### src/rtl/ureg_pkg.sv
package ureg_pkg;
  localparam int BYTE_W = 8;
  localparam int ADDR_W = BYTE_W - 1;

  typedef enum logic [2:0] {
    S_CMD,
    S_LEN,
    S_WR,
    S_RREQ,
    S_RCAP,
    S_SEND
  } pstate_t;
endpackage

### src/rtl/ureg_gap_timer.sv
module ureg_gap_timer #(
  parameter int GAP_CYCLES = 32
) (
  input  logic clk,
  input  logic rst,
  input  logic arm,
  input  logic kick,
  output logic expired
);
  localparam int CNT_W = $clog2(GAP_CYCLES + 1);
  localparam logic [CNT_W-1:0] LIMIT = CNT_W'(GAP_CYCLES);

  logic [CNT_W-1:0] cnt;

  always_ff @(posedge clk) begin
    if (rst || !arm || kick) begin
      cnt <= '0;
    end else if (cnt != LIMIT) begin
      cnt <= cnt + 1'b1;
    end
  end

  assign expired = arm && !kick && (cnt == LIMIT);
endmodule

### src/rtl/ureg_tx_stage.sv
module ureg_tx_stage #(
  parameter int W = 8
) (
  input  logic         clk,
  input  logic         rst,
  input  logic         load,
  input  logic [W-1:0] load_data,
  input  logic         tx_ready,
  output logic         tx_valid,
  output logic [W-1:0] tx_data,
  output logic         taken
);
  always_ff @(posedge clk) begin
    if (rst) begin
      tx_valid <= 1'b0;
      tx_data  <= '0;
    end else if (load && !tx_valid) begin
      tx_valid <= 1'b1;
      tx_data  <= load_data;
    end else if (tx_valid && tx_ready) begin
      tx_valid <= 1'b0;
    end
  end

  assign taken = tx_valid && tx_ready;
endmodule

### src/rtl/ureg_cmd_parser.sv
module ureg_cmd_parser
  import ureg_pkg::*;
#(
  parameter int GAP_CYCLES = 32,
  parameter int LEN_W      = BYTE_W
) (
  input  logic              clk,
  input  logic              rst,
  input  logic              rx_valid,
  input  logic [BYTE_W-1:0] rx_data,
  output logic              tx_valid,
  output logic [BYTE_W-1:0] tx_data,
  input  logic              tx_ready,
  output logic [ADDR_W-1:0] reg_addr,
  output logic              reg_we,
  output logic [BYTE_W-1:0] reg_wdata,
  output logic              reg_rd_en,
  input  logic [BYTE_W-1:0] reg_rdata
);
  localparam logic [LEN_W-1:0] ONE = LEN_W'(1);

  pstate_t           state;
  logic [ADDR_W-1:0] ptr;
  logic [LEN_W-1:0]  remain;
  logic [ADDR_W-1:0] addr_q;
  logic              we_q;
  logic [BYTE_W-1:0] wdata_q;
  logic              rd_q;
  logic              gap_exp;
  logic              tx_taken;
  logic              tx_load;

  // The idle timer only runs while the parser waits for a count byte or write data.
  ureg_gap_timer #(.GAP_CYCLES(GAP_CYCLES)) u_gap (
    .clk     (clk),
    .rst     (rst),
    .arm     ((state == S_LEN) || (state == S_WR)),
    .kick    (rx_valid),
    .expired (gap_exp)
  );

  assign tx_load = (state == S_RCAP);

  ureg_tx_stage #(.W(BYTE_W)) u_tx (
    .clk       (clk),
    .rst       (rst),
    .load      (tx_load),
    .load_data (reg_rdata),
    .tx_ready  (tx_ready),
    .tx_valid  (tx_valid),
    .tx_data   (tx_data),
    .taken     (tx_taken)
  );

  always_ff @(posedge clk) begin
    if (rst) begin
      state   <= S_CMD;
      ptr     <= '0;
      remain  <= '0;
      addr_q  <= '0;
      we_q    <= 1'b0;
      wdata_q <= '0;
      rd_q    <= 1'b0;
    end else begin
      we_q <= 1'b0;
      rd_q <= 1'b0;
      unique case (state)
        S_CMD: begin
          if (rx_valid) begin
            ptr   <= rx_data[BYTE_W-1:1];
            state <= rx_data[0] ? S_LEN : S_WR;
          end
        end
        S_LEN: begin
          if (rx_valid) begin
            remain <= LEN_W'(rx_data);
            if (rx_data == '0) begin
              state <= S_CMD;
            end else begin
              rd_q   <= 1'b1;
              addr_q <= ptr;
              state  <= S_RREQ;
            end
          end else if (gap_exp) begin
            state <= S_CMD;
          end
        end
        S_WR: begin
          if (rx_valid) begin
            we_q    <= 1'b1;
            addr_q  <= ptr;
            wdata_q <= rx_data;
            ptr     <= ptr + 1'b1;
          end else if (gap_exp) begin
            state <= S_CMD;
          end
        end
        // Read strobe is on the port during this state; data returns next cycle.
        S_RREQ: state <= S_RCAP;
        S_RCAP: state <= S_SEND;
        S_SEND: begin
          if (tx_taken) begin
            ptr    <= ptr + 1'b1;
            remain <= remain - 1'b1;
            if (remain == ONE) begin
              state <= S_CMD;
            end else begin
              rd_q   <= 1'b1;
              addr_q <= ptr + 1'b1;
              state  <= S_RREQ;
            end
          end
        end
        default: state <= S_CMD;
      endcase
    end
  end

  assign reg_addr  = addr_q;
  assign reg_we    = we_q;
  assign reg_wdata = wdata_q;
  assign reg_rd_en = rd_q;
endmodule

### config.mk
export PLATFORM = sky130hd
export DESIGN_NAME = ureg_cmd_parser
export DESIGN_NICKNAME = d
export VERILOG_FILES = /design/src/rtl/ureg_pkg.sv /design/src/rtl/ureg_gap_timer.sv /design/src/rtl/ureg_tx_stage.sv /design/src/rtl/ureg_cmd_parser.sv
export SDC_FILE = /design/constraint.sdc
export NUM_CORES = 1
export LEC_CHECK = 0
export ABC_AREA = 1
export BUFFER_PORTS_ARGS = -buffer_cell sky130_fd_sc_hd__buf_4
export CORE_MARGIN = 2
export CORE_UTILIZATION = 55
export DETAILED_ROUTE_END_ITERATION = 8
export GPL_TIMING_DRIVEN = 1
export PLACE_DENSITY = 0.79
export SLEW_MARGIN = 20
export SYNTH_ARGS = -nofsm -noshare
export SYNTH_HDL_FRONTEND = slang
export SYNTH_SLANG_ARGS = --single-unit
export TNS_END_PERCENT = 5
### constraint.sdc
create_clock -name clk -period 1.8 [get_ports clk]
set_clock_uncertainty 0.05 [all_clocks]
set_input_delay 0.54 -clock clk [delete_from_list [all_inputs] [get_ports clk]]
set_output_delay 0.54 -clock clk [all_outputs]
set_load 0.01 [all_outputs]
Word level (Yosys, flattened, before mapping)
Cells that the tools add are included.

word-level totals
  register bits after elaboration = 50
  input port bits = 20
  output and inout bits = 26
  word-level logic and storage cells = 81

operators by class
  $add $sub $neg = 3
  equality and inequality tests = 15
  multiplexer cells = 30
  bitwise logic cells = 1
  reduce and logical (&&, ||, !) cells = 22

operator list
  cell                                                 count
  two-way mux 7 bit                                    8
  case mux 7 bit (3 select lines)                      2
  case mux 3 bit (6 select lines)                      1
  two-way mux 8 bit                                    2
  case mux 8 bit (2 select lines)                      1
  two-way mux 3 bit                                    5
  inequality test 2 bit, second input constant         7
  equality test 8 x 1 -> 1 bit, second input constant  1
  logical NOT 8 bit                                    1
  subtractor 8 x 1 -> 8 bit, second input constant     1
  adder 7 x 1 -> 7 bit, second input constant          1
  two-way mux 1 bit                                    7
  adder 6 x 1 -> 6 bit, second input constant          1
  equality test 3 x 2 -> 1 bit, second input constant  2
  equality test 3 bit, second input constant           2
  equality test 6 bit, second input constant           1
  two-way mux 2 bit                                    3
  inequality test 6 bit, second input constant         1
  AND reduction 3 bit                                  2
  AND reduction 6 bit                                  1
  nonzero test 3 bit                                   2
  logical AND 1 bit                                    4
  AND reduction 4 bit                                  1
  nonzero test 2 bit                                   2
  8 further kinds                                      12

Longest topological paths before layout
Gate-level depths: netlist of the first run.

  word-level depth = 7
  mapped depth = 11
  mapped depth without buffers = 11

Modules after synthesis
Synthesis of the first run repeated with hierarchy kept, for this count alone.

unflattened totals
  cell total of the unflattened synthesis = 442
  area, all modules = 2792.7 um2

modules (own cells, without submodules)
  module           instances  cells an instance  area each (um2)
  ureg_cmd_parser  1          341                2079.5
  ureg_tx_stage    1          58                 390.4
  ureg_gap_timer   1          43                 322.8

Worst setup path before layout of the first run
Ideal clock, no wire load.

  kind = input to register
  start point = input rst
  end point = register ptr[4]
  arrival time = 1.304 ns
  slack = 0.330 ns
  stages on the path = 5
  path buffers = 2
  cell sequence = clkbuf_1 -> inv_1 -> clkbuf_1 -> o21ai_0 -> nor2_1

RTL lines
  element               line                    RTL
  from (decl)           ureg_cmd_parser.sv:8    input logic rst,
  to (signal assigned)  ureg_cmd_parser.sv:70   ptr <= rx_data[BYTE_W-1:1];
  to (signal assigned)  ureg_cmd_parser.sv:93   ptr <= ptr + 1'b1;
  to (signal assigned)  ureg_cmd_parser.sv:103  ptr <= ptr + 1'b1;
  to (decl)             ureg_cmd_parser.sv:23   logic [ADDR_W-1:0] ptr;

Worst setup path after layout of the first run
  start point = register state[2]
  end point = register addr_q[0] (netlist: reg_addr[0])

on the way
  longest elaborated chain between the ends = 3

RTL lines
  element                                                                              line                    RTL
  from (decl)                                                                          ureg_cmd_parser.sv:22   pstate_t state;
  from (signal assigned)                                                               ureg_cmd_parser.sv:71   state <= rx_data[0] ? S_LEN : S_WR;
  equality test 3 bit, or another cell as far along                                    ureg_cmd_parser.sv:67   unique case (state)
  inequality test 2 bit (no source line) / nonzero test 3 bit (equally long branches)  n/a
  AND reduction 6 bit (no source line)                                                 n/a
  to (signal assigned)                                                                 ureg_cmd_parser.sv:81   addr_q <= ptr;
  to (signal assigned)                                                                 ureg_cmd_parser.sv:91   addr_q <= ptr;
  to (signal assigned)                                                                 ureg_cmd_parser.sv:109  addr_q <= ptr + 1'b1;
  to (decl)                                                                            ureg_cmd_parser.sv:25   logic [ADDR_W-1:0] addr_q;

Parallel ways exist; a longest one is shown, timed or not.
A chain may end at the register's enable or synchronous reset.

==> run_results.csv, run 1 <==
group,metric,value,unit
synthesis,synth-seq-cells,50,
floorplanning,die_h,72.16,µm
synthesis,synth_fp_nets,418,
clock_tree,clk_latency,0.30,ns
drt,drc,0,
power,p_int,0.001956,W
sta,rsz0062_at_grt,"no",
synthesis,synthCells,393,
flow_run,maxCapViolCount,0,
outcome,outcome,"complete, no violations",
power,power_density,987.3,nW/µm²
place,place.gp.congestion,0.9621,
sta,final.setup.tns,0,ns
global_route,grt_overflow,0,
global_route,grt_pass1_wl,10220,µm
floorplanning,fp.dieW,72.16,µm
worst_setup_path,endpoint_kind,"flop",
worst_setup_path,crit_fanout,14,
sta,finalSetupViolCount,0,
cells_and_area,drive_gt1_share,17.45,%
global_route,grt_pass1_vias,2455,
worst_setup_path,cp_slowest_stage_delay,0.44,ns
floorplanning,io_pins,46,
sta,finalMaxSlewViolations,0,
cells_and_area,fillCellCount,405,
clock_tree,cts_buffer_depth,2,
clock_tree,h-tree-depth,2,
power,peakVddDrop,837.5,µV
synthesis,syn-mean-instance-area,6.501,µm²
sta,fin_crit,1.574,ns
floorplanning,coreArea,4414,µm²
worst_setup_path,path_cells,"nor2_1 > nand2_2 > nand2_1 > nand2_1 > nand3_1 > nor2_4 > nand2_1 > nand2_1 > nor2_1",
drt,totalWireLength,5917,µm
place,post-dp-hpwl,4534,µm
drt,wl_per_cell,11.86,µm
sta,tightest_slew,0.3275,ns
cells_and_area,diodes,0,
clock_tree,cts_buffers,5,
power,switching_share,35.50,%
power,seqPwrFrac,45.6,%
sta,relSlewSlack,77.94,%
worst_setup_path,path_common_cell,"nand2_1",
sta,hold_viol_final,0,
clock_tree,hold_buffers,0,
worst_setup_path,cp.required,1.95,ns
worst_setup_path,arrival,1.72,ns
drt,via_per_inst,5.166,
clock_tree,clkTransAtPathRegs,0.08,ns
place,portBuffers,45,
global_route,antenna_found_initial,0,
global_route,grt_usage,24.14,%
cells_and_area,stdcell_count,499,
drt,vias,2578,
place,placed_cell_area,2995,µm²
power,p_sw,0.001077,W
drt,drt-initial-drc-count,122,
sta,max_freq,635.4,MHz
synthesis,yosysUniqueCellTypes,29,
worst_hold_path,min_path_type,"reg2reg",
synthesis,seq_area_frac_synth,39.18,%
floorplanning,rows,24,
power,pwr-share-comb,34.3,%
worst_setup_path,worstSetupStartpointType,"flop",
drt,route.antenna.remaining_nets,0,
floorplanning,start_util,57.88,%
worst_setup_path,critPathKind,"reg2reg",
place,place_inst,492,
drt,dr.pass1.iters,4,
power,cellLeakagePower,1.400,nW
clock_tree,ctsResizeCount,0,
floorplanning,dieArea,5206,µm²
cells_and_area,layout.nets,472,
synthesis,synth_warnings,0,
global_route,grt_max_degree,25,
cells_and_area,syn2layout_area_growth,20.23,%
clock_tree,cts_tree,"built",
worst_setup_path,slowest_stage,"dfxtp_1",
clock_tree,cts_setup_buffers,0,
sta,post-route-period-util,87.43,%
clock_tree,cts.sinks,50,
clock_tree,clockRootBuffer,"clkbuf_8",
cells_and_area,final_area,3072,µm²
power,power.share.clock,20.1,%
synthesis,syn_area,2555,µm²
==> cell usage after synthesis <==
master,count,share of area (%)
a21boi_0,1,0.29
a21oi_1,29,5.7
a21oi_2,1,0.34
a31oi_1,2,0.49
buf_1,1,0.15
buf_2,3,0.59
buf_4,1,0.29
buf_6,1,0.44
clkbuf_1,4,0.59
clkinv_1,1,0.15
dfxtp_1,50,39
ha_1,5,2.4
inv_1,33,4.8
inv_2,3,0.44
mux2i_1,1,0.39
nand2_1,104,15
nand2_2,3,0.73
nand3_1,20,3.9
nand4_1,4,0.98
nor2_1,75,11
nor2_2,4,0.98
nor2_4,3,1.3
nor3_1,2,0.39
o21a_1,1,0.29
o21ai_0,35,6.9
o21ai_1,1,0.20
o21ai_2,2,0.69
xnor2_1,1,0.34
xor2_1,2,0.69
==> power groups by stage <==
| stage | logic, W | registers, W | clock network (W) |
|---|---|---|---|
| final | 0.00104 | 0.00138 | 0.000610 |
| after detailed placement | 0.00104 | 0.00141 | 0 |
| after floorplan | 0.000676 | 0.00143 | 0 |
| after global placement | 0.00102 | 0.00141 | 0 |
| after CTS | 0.00105 | 0.00138 | 0.000631 |
| after global routing | 0.00120 | 0.00141 | 0.000661 |
==> kinds of logic (layout without fill, tap and decap cells) <==
family	Yosys count	after routing	synth area share, %
XOR/XNOR	3	3	1.029
flip-flops	50	50	39.18
buffers and inverters	47	101	7.492
AND/OR/NAND/NOR	215	215	34.62
multiplexers	1	1	0.3918
AO/OA/AOI/OAI	72	72	14.84
adder cells (fa/ha/maj)	5	5	2.449
==> worst paths after layout <==
kind	from	slack, ns	cells past startpoint	to
setup / recovery	state[2]	0.23	9	reg_addr[0]
hold / removal	u_tx.tx_data[3]	0.41	2	u_tx.tx_data[3]
setup reg to reg	state[2]	0.23	9	reg_addr[0]
hold reg to reg	u_tx.tx_data[3]	0.41	2	u_tx.tx_data[3]
==> sequential cells by signal, summed over array words and instances (netlist names) <==
signal         cells
reg_addr           7
reg_wdata          8
remain             8
u_gap.cnt          6
u_tx.tx_valid      1
ptr                7
reg_rd_en          1
reg_we             1
state              3
u_tx.tx_data       8
==> cells in the final DEF, fill, tap and decap left out, types with 3 or more instances in the layout <==
| cell | synthesis | routed |
|---|---|---|
| nor2_4 | 3 | 3 |
| nor2_2 | 4 | 4 |
| nand3_1 | 20 | 20 |
| buf_4 | 1 | 57 |
| ha_1 | 5 | 5 |
| nand4_1 | 4 | 4 |
| nand2_1 | 104 | 104 |
| dfxtp_1 | 50 | 50 |
| nor2_1 | 75 | 75 |
| inv_2 | 3 | 3 |
| a21oi_1 | 29 | 29 |
| inv_1 | 33 | 33 |
| clkbuf_8 | 0 | 5 |
| nand2_2 | 3 | 3 |
| o21ai_0 | 35 | 35 |
==> layer usage <==
layer  vias to the layer above  share of wire [%]  global-route usage, %
met4                         0                1.6                  9.015
met3                         9                5.6                  3.889
met5                         -                  0                      0
met2                        70                 48                  42.30
met1                      1145                 45                  29.72
li1                       1354                  -                      -
==> through the flow <==
step	hold slack (ns)	utilization [%]	power [W]	worst slack, ns
after detailed placement	0.4040	67.86	0.002452	0.1382
after floorplan	0.3936	-	0.002108	0.3298
final	0.4124	69.59	0.003033	0.2262
after CTS	0.4168	69.59	0.003061	0.2361
after global routing	0.4452	69.59	0.003267	0.05417
after global placement	0.4010	67.86	0.002423	0.1867
==> critical path, delay by kind of cell, from the launching register on <==
family           cells  cell delay, ns
DFF                  1            0.44
and+or+nand+nor      9            0.98
==> layout make-up <==
class,instances,area (µm²),area share (%)
clock buffer,7,76.32,2.485
inverter,37,138.9,4.521
multi-input combinational,296,1363,44.36
sequential,50,1001,32.59
tap,52,65.06,2.118
timing repair buffer,57,427.9,13.93
Power figures use the tool's default switching activity.
==> run 2, diff against run 1 <==
--- a/config.mk
+++ b/config.mk
@@ -11,7 +11,7 @@
 export CORE_UTILIZATION = 55
 export DETAILED_ROUTE_END_ITERATION = 8
 export GPL_TIMING_DRIVEN = 1
-export PLACE_DENSITY = 0.79
+export PLACE_DENSITY = 0.77
 export SLEW_MARGIN = 20
 export SYNTH_ARGS = -nofsm -noshare
 export SYNTH_HDL_FRONTEND = slang
==> run 2 against run 1 <==
Effect of this change:
- critical path depth did not move
- sequential share of layout area decreased by 0.26 points
- register-to-register slack about the same
- via count up 0.50%
==> run_results.csv, run 2 (synthesis results as in run 1) <==
group,metric,value,unit
drt,drc,0,
power,cellLeakagePower,1.415,nW
worst_setup_path,worstSetupStartpointType,"flop",
floorplanning,coreArea,4414,µm²
global_route,grt_max_degree,28,
sta,post-route-period-util,87.76,%
clock_tree,cts_setup_buffers,0,
floorplanning,rows,24,
global_route,grt_pass1_wl,10290,µm
clock_tree,cts_buffer_depth,2,
sta,finalSetupViolCount,0,
floorplanning,io_pins,46,
place,place_inst,491,
sta,timing.hold.ws,0.4156,ns
global_route,grt_pass1_vias,2359,
power,power_density,1036,nW/µm²
sta,relSlewSlack,76.35,%
drt,totalWireLength,6012,µm
worst_setup_path,crit_fanout,10,
clock_tree,hold_buffers,0,
cells_and_area,syn2layout_area_growth,21.20,%
clock_tree,cts_buffers,5,
clock_tree,clockRootBuffer,"clkbuf_8",
cells_and_area,diodes,0,
worst_hold_path,min_path_type,"reg2reg",
floorplanning,start_util,57.88,%
sta,tightest_slew,0.3510,ns
cells_and_area,drive_gt1_share,17.90,%
drt,dr.pass1.iters,4,
cells_and_area,fillCellCount,408,
floorplanning,die_h,72.16,µm
global_route,antenna_found_initial,0,
place,place.gp.congestion,0.9878,
floorplanning,dieArea,5206,µm²
drt,wl_per_cell,12.05,µm
clock_tree,ctsResizeCount,0,
worst_setup_path,endpoint_kind,"flop",
global_route,grt_usage,24.88,%
flow_run,maxCapViolCount,0,
clock_tree,clkTransAtPathRegs,0.09,ns
sta,max_freq,633.0,MHz
drt,via_per_inst,5.192,
drt,drt-initial-drc-count,104,
worst_setup_path,arrival,1.73,ns
cells_and_area,final_cell_mix,"104 x nand2_1, 75 x nor2_1, 56 x buf_4",
cells_and_area,stdcell_count,499,
place,post-dp-hpwl,4528,µm
sta,hold_viol_final,0,
drt,vias,2591,
worst_setup_path,critPathKind,"reg2reg",
cells_and_area,layout.nets,471,
power,peakVddDrop,738.3,µV
place,portBuffers,45,
sta,finalMaxSlewViolations,0,
power,power,0.003209,W
clock_tree,cts_tree,"built",
clock_tree,h-tree-depth,2,
outcome,outcome,"complete, no violations",
place,placed_cell_area,2988,µm²
sta,final.setup.tns,0,ns
sta,rsz0062_at_grt,"no",
floorplanning,fp.dieW,72.16,µm
clock_tree,cts.sinks,50,
drt,route.antenna.remaining_nets,0,
worst_setup_path,cp.required,1.95,ns
sta,fin_crit,1.580,ns
global_route,grt_overflow,0,
clock_tree,clk_latency,0.31,ns
cells_and_area,final_area,3097,µm²
cells_and_area,mostFrequentLayoutCell,"nand2_1",
run 2: changes by cell type in the layout (fill, tap and decap cells not counted), sizes merged:
cell | before | now
clkinv | 1 | 3
buf | 57 | 56
clkbuf | 7 | 5
bufinv | 0 | 1
run 2: worst max-delay path, cell delays in order, from the launching register on:
cell     delay, ns
dfxtp_1       0.43
inv_1         0.11
nand2_2       0.10
nor2_4        0.06
nand2_1       0.14
o21ai_2       0.10
nor2_4        0.23
inv_2         0.09
nor2_1        0.10
nor2_1        0.07
run 2: final timing paths:
check	startpoint	end	slack, ns	depth (start not counted)
setup reg to reg	state[1]	ptr[0]	0.22	9
setup / recovery	state[1]	ptr[0]	0.22	9
hold reg to reg	u_tx.tx_data[3]	u_tx.tx_data[3]	0.42	2
hold / removal	u_tx.tx_data[3]	u_tx.tx_data[3]	0.42	2
run 2: report_power, final:
part	switching (W)	internal, W	total, W
logic	0.000614	0.000421	0.00104
registers	0.000122	0.00127	0.00139
clock network	0.000377	0.000409	0.000786
run 2: final cells by class:
class	count	area [µm²]	share of cell area [%]
clock buffers	5	68.82	2.222
clock inverters	3	40.04	1.293
inverters	37	138.9	4.485
multi-input cells	296	1363	44.00
flip-flops and latches	50	1001	32.32
well taps	52	65.06	2.101
repair buffers	56	420.4	13.58
run 2: through the flow:
stage / worst slack, ns / util, %
global placement: 0.1718 / 67.69
finish: 0.2203 / 70.15
global route: 0.04389 / 70.15
detailed placement: 0.1268 / 67.69
floorplan: 0.3298 / -
CTS: 0.2170 / 70.15
run 2: per-layer routing:
metal | track usage [%] | vias up | part of all wire [%]
met4 | 9.853 | 0 | 1.8
li1 | - | 1356 | -
met5 | 0 | - | 0
met3 | 5.278 | 9 | 6.1
met1 | 32.39 | 1153 | 46
met2 | 40.37 | 73 | 46
==> run 3, diff against run 2 <==
--- a/config.mk
+++ b/config.mk
@@ -11,7 +11,8 @@
 export CORE_UTILIZATION = 55
 export DETAILED_ROUTE_END_ITERATION = 8
 export GPL_TIMING_DRIVEN = 1
-export PLACE_DENSITY = 0.77
+export PLACE_DENSITY_LB_ADDON = 0.08
+export RECOVER_POWER = 100
 export SLEW_MARGIN = 20
 export SYNTH_ARGS = -nofsm -noshare
 export SYNTH_HDL_FRONTEND = slang
==> run 3 against run 2 <==
Effect of this change:
- final cell count unchanged
- non-clock buffer count unchanged
- critical path depth up 1
- total power down 2.8%
- critical path type unchanged
- worst setup slack worse by 0.016 ns
- final area down 3.4%
- sequential share of layout area up 1.1 points
- register-to-register slack worse by 0.02 ns
- clock power down 2.5%
- global-route usage down 0.49 points
==> run_results.csv, run 3 (synthesis results as in run 1) <==
group,metric,value,unit
outcome,outcome,"complete, no violations",
cells_and_area,final_cell_mix,"104 x nand2_1, 76 x nor2_1, 50 x dfxtp_1",
worst_setup_path,endpoint_kind,"flop",
clock_tree,clk_latency,0.29,ns
drt,totalWireLength,5925,µm
worst_setup_path,arrival,1.78,ns
worst_setup_path,critical-path-top-delay-family,"simple AND/OR/NAND/NOR gates",
clock_tree,cts_buffer_depth,2,
clock_tree,ctsResizeCount,0,
worst_setup_path,cp.required,1.98,ns
global_route,grt_overflow,0,
cells_and_area,layout.nets,471,
sta,post-route-period-util,88.63,%
floorplanning,dieArea,5206,µm²
power,peakVddDrop,626.6,µV
cells_and_area,syn2layout_area_growth,17.04,%
sta,setup_ws,0.2046,ns
drt,via_per_inst,5.166,
floorplanning,start_util,57.88,%
global_route,grt_pass1_vias,2382,
global_route,grt_pass1_wl,10360,µm
floorplanning,die_h,72.16,µm
worst_setup_path,slowest_stage,"dfxtp_1",
clock_tree,h-tree-depth,2,
worst_setup_path,path_buf_inv,3,
cells_and_area,finalCoreUtilization,67.74,%
drt,drt-initial-drc-count,175,
clock_tree,cts.sinks,50,
place,post-place-ws,0.1301,ns
drt,route.antenna.remaining_nets,0,
sta,finalSetupViolCount,0,
worst_setup_path,path_common_cell,"nand2_1",
place,place.gp.congestion,0.9768,
drt,wl_per_cell,11.87,µm
flow_run,maxCapViolCount,0,
sta,rsz0062_at_grt,"no",
sta,finalMaxSlewViolations,0,
place,post-dp-hpwl,4368,µm
sta,tightest_slew,0.3751,ns
drt,drc,0,
cells_and_area,drive_gt1_share,11.63,%
cells_and_area,fillCellCount,437,
floorplanning,fp.dieW,72.16,µm
power,cellLeakagePower,1.300,nW
drt,dr.pass1.iters,4,
worst_setup_path,crit_fanout,7,
worst_setup_path,cp_slowest_stage_delay,0.36,ns
worst_setup_path,critPathKind,"reg2reg",
clock_tree,clkTransAtPathRegs,0.09,ns
floorplanning,io_pins,46,
floorplanning,coreArea,4414,µm²
clock_tree,clockRootBuffer,"clkbuf_8",
worst_hold_path,min_path_type,"reg2reg",
clock_tree,cts_tree,"built",
worst_setup_path,worstSetupStartpointType,"flop",
power,power_density,1043,nW/µm²
sta,final.setup.tns,0,ns
place,portBuffers,45,
clock_tree,cts_buffers,5,
clock_tree,hold_buffers,0,
sta,max_freq,626.8,MHz
floorplanning,rows,24,
global_route,grt_usage,24.39,%
sta,relSlewSlack,74.99,%
worst_setup_path,path_cells,"inv_1 > nand2_2 > nor2_1 > nand2_1 > o21ai_2 > buf_4 > nand2_1 > inv_1 > nand2_1 > a21oi_2",
global_route,antenna_found_initial,0,
clock_tree,cts_setup_buffers,0,
sta,fin_crit,1.595,ns
global_route,grt_max_degree,28,
cells_and_area,mostFrequentLayoutCell,"nand2_1",
drt,vias,2578,
cells_and_area,diodes,0,
sta,hold_viol_final,0,
[run 3: path summary, 6_finish.rpt]
kind,from,to,slack (ns),cells past startpoint
setup / recovery,state[1],remain[7],0.20,10
hold / removal,u_tx.tx_data[2],u_tx.tx_data[2],0.41,2
setup reg to reg,state[1],remain[7],0.20,10
hold reg to reg,u_tx.tx_data[2],u_tx.tx_data[2],0.41,2
[run 3: power breakdown]
group | switching (W) | internal (W) | total [W]
clock | 0.000357 | 0.000409 | 0.000766
combinational | 0.000613 | 0.000357 | 0.000969
sequential | 0.000118 | 0.00126 | 0.00138
total | 0.00109 | 0.00203 | 0.00312
[run 3: per-layer routing]
| layer | up-vias | global-route usage [%] | routed length (µm) |
|---|---|---|---|
| met1 | 1159 | 32.05 | 2839 |
| met4 | 0 | 5.870 | 44 |
| li1 | 1353 | - | - |
| met5 | - | 0 | 0 |
| met2 | 60 | 42.20 | 2755 |
| met3 | 6 | 3.611 | 285 |
[run 3: worst reg2reg max path, cell delays in order, from the launching register on]
cell	delay (ns)
dfxtp_1	0.36
inv_1	0.11
nand2_2	0.08
nor2_1	0.19
nand2_1	0.12
o21ai_2	0.12
buf_4	0.19
nand2_1	0.06
inv_1	0.06
nand2_1	0.06
a21oi_2	0.12
[run 3: cell type report]
type / instances / area [µm²] / share of cell area, %
inverter: 37 / 138.9 / 4.644
clock inverter: 3 / 40.04 / 1.339
timing repair buffer: 56 / 316.6 / 10.59
tap: 52 / 65.06 / 2.176
sequential: 50 / 1001 / 33.47
clock buffer: 5 / 68.82 / 2.301
multi-input combinational: 296 / 1360 / 45.48
[run 3: stage by stage]
step	hold WS [ns]	total power, W	instance area (µm²)	instances
after floorplan	0.3936	0.002108	2555	393
after global placement	0.3992	0.002417	2988	491
after global routing	0.4347	0.003363	2990	499
final	0.4141	0.003118	2990	499
after CTS	0.4191	0.003201	3097	499
after detailed placement	0.4060	0.002440	2988	491
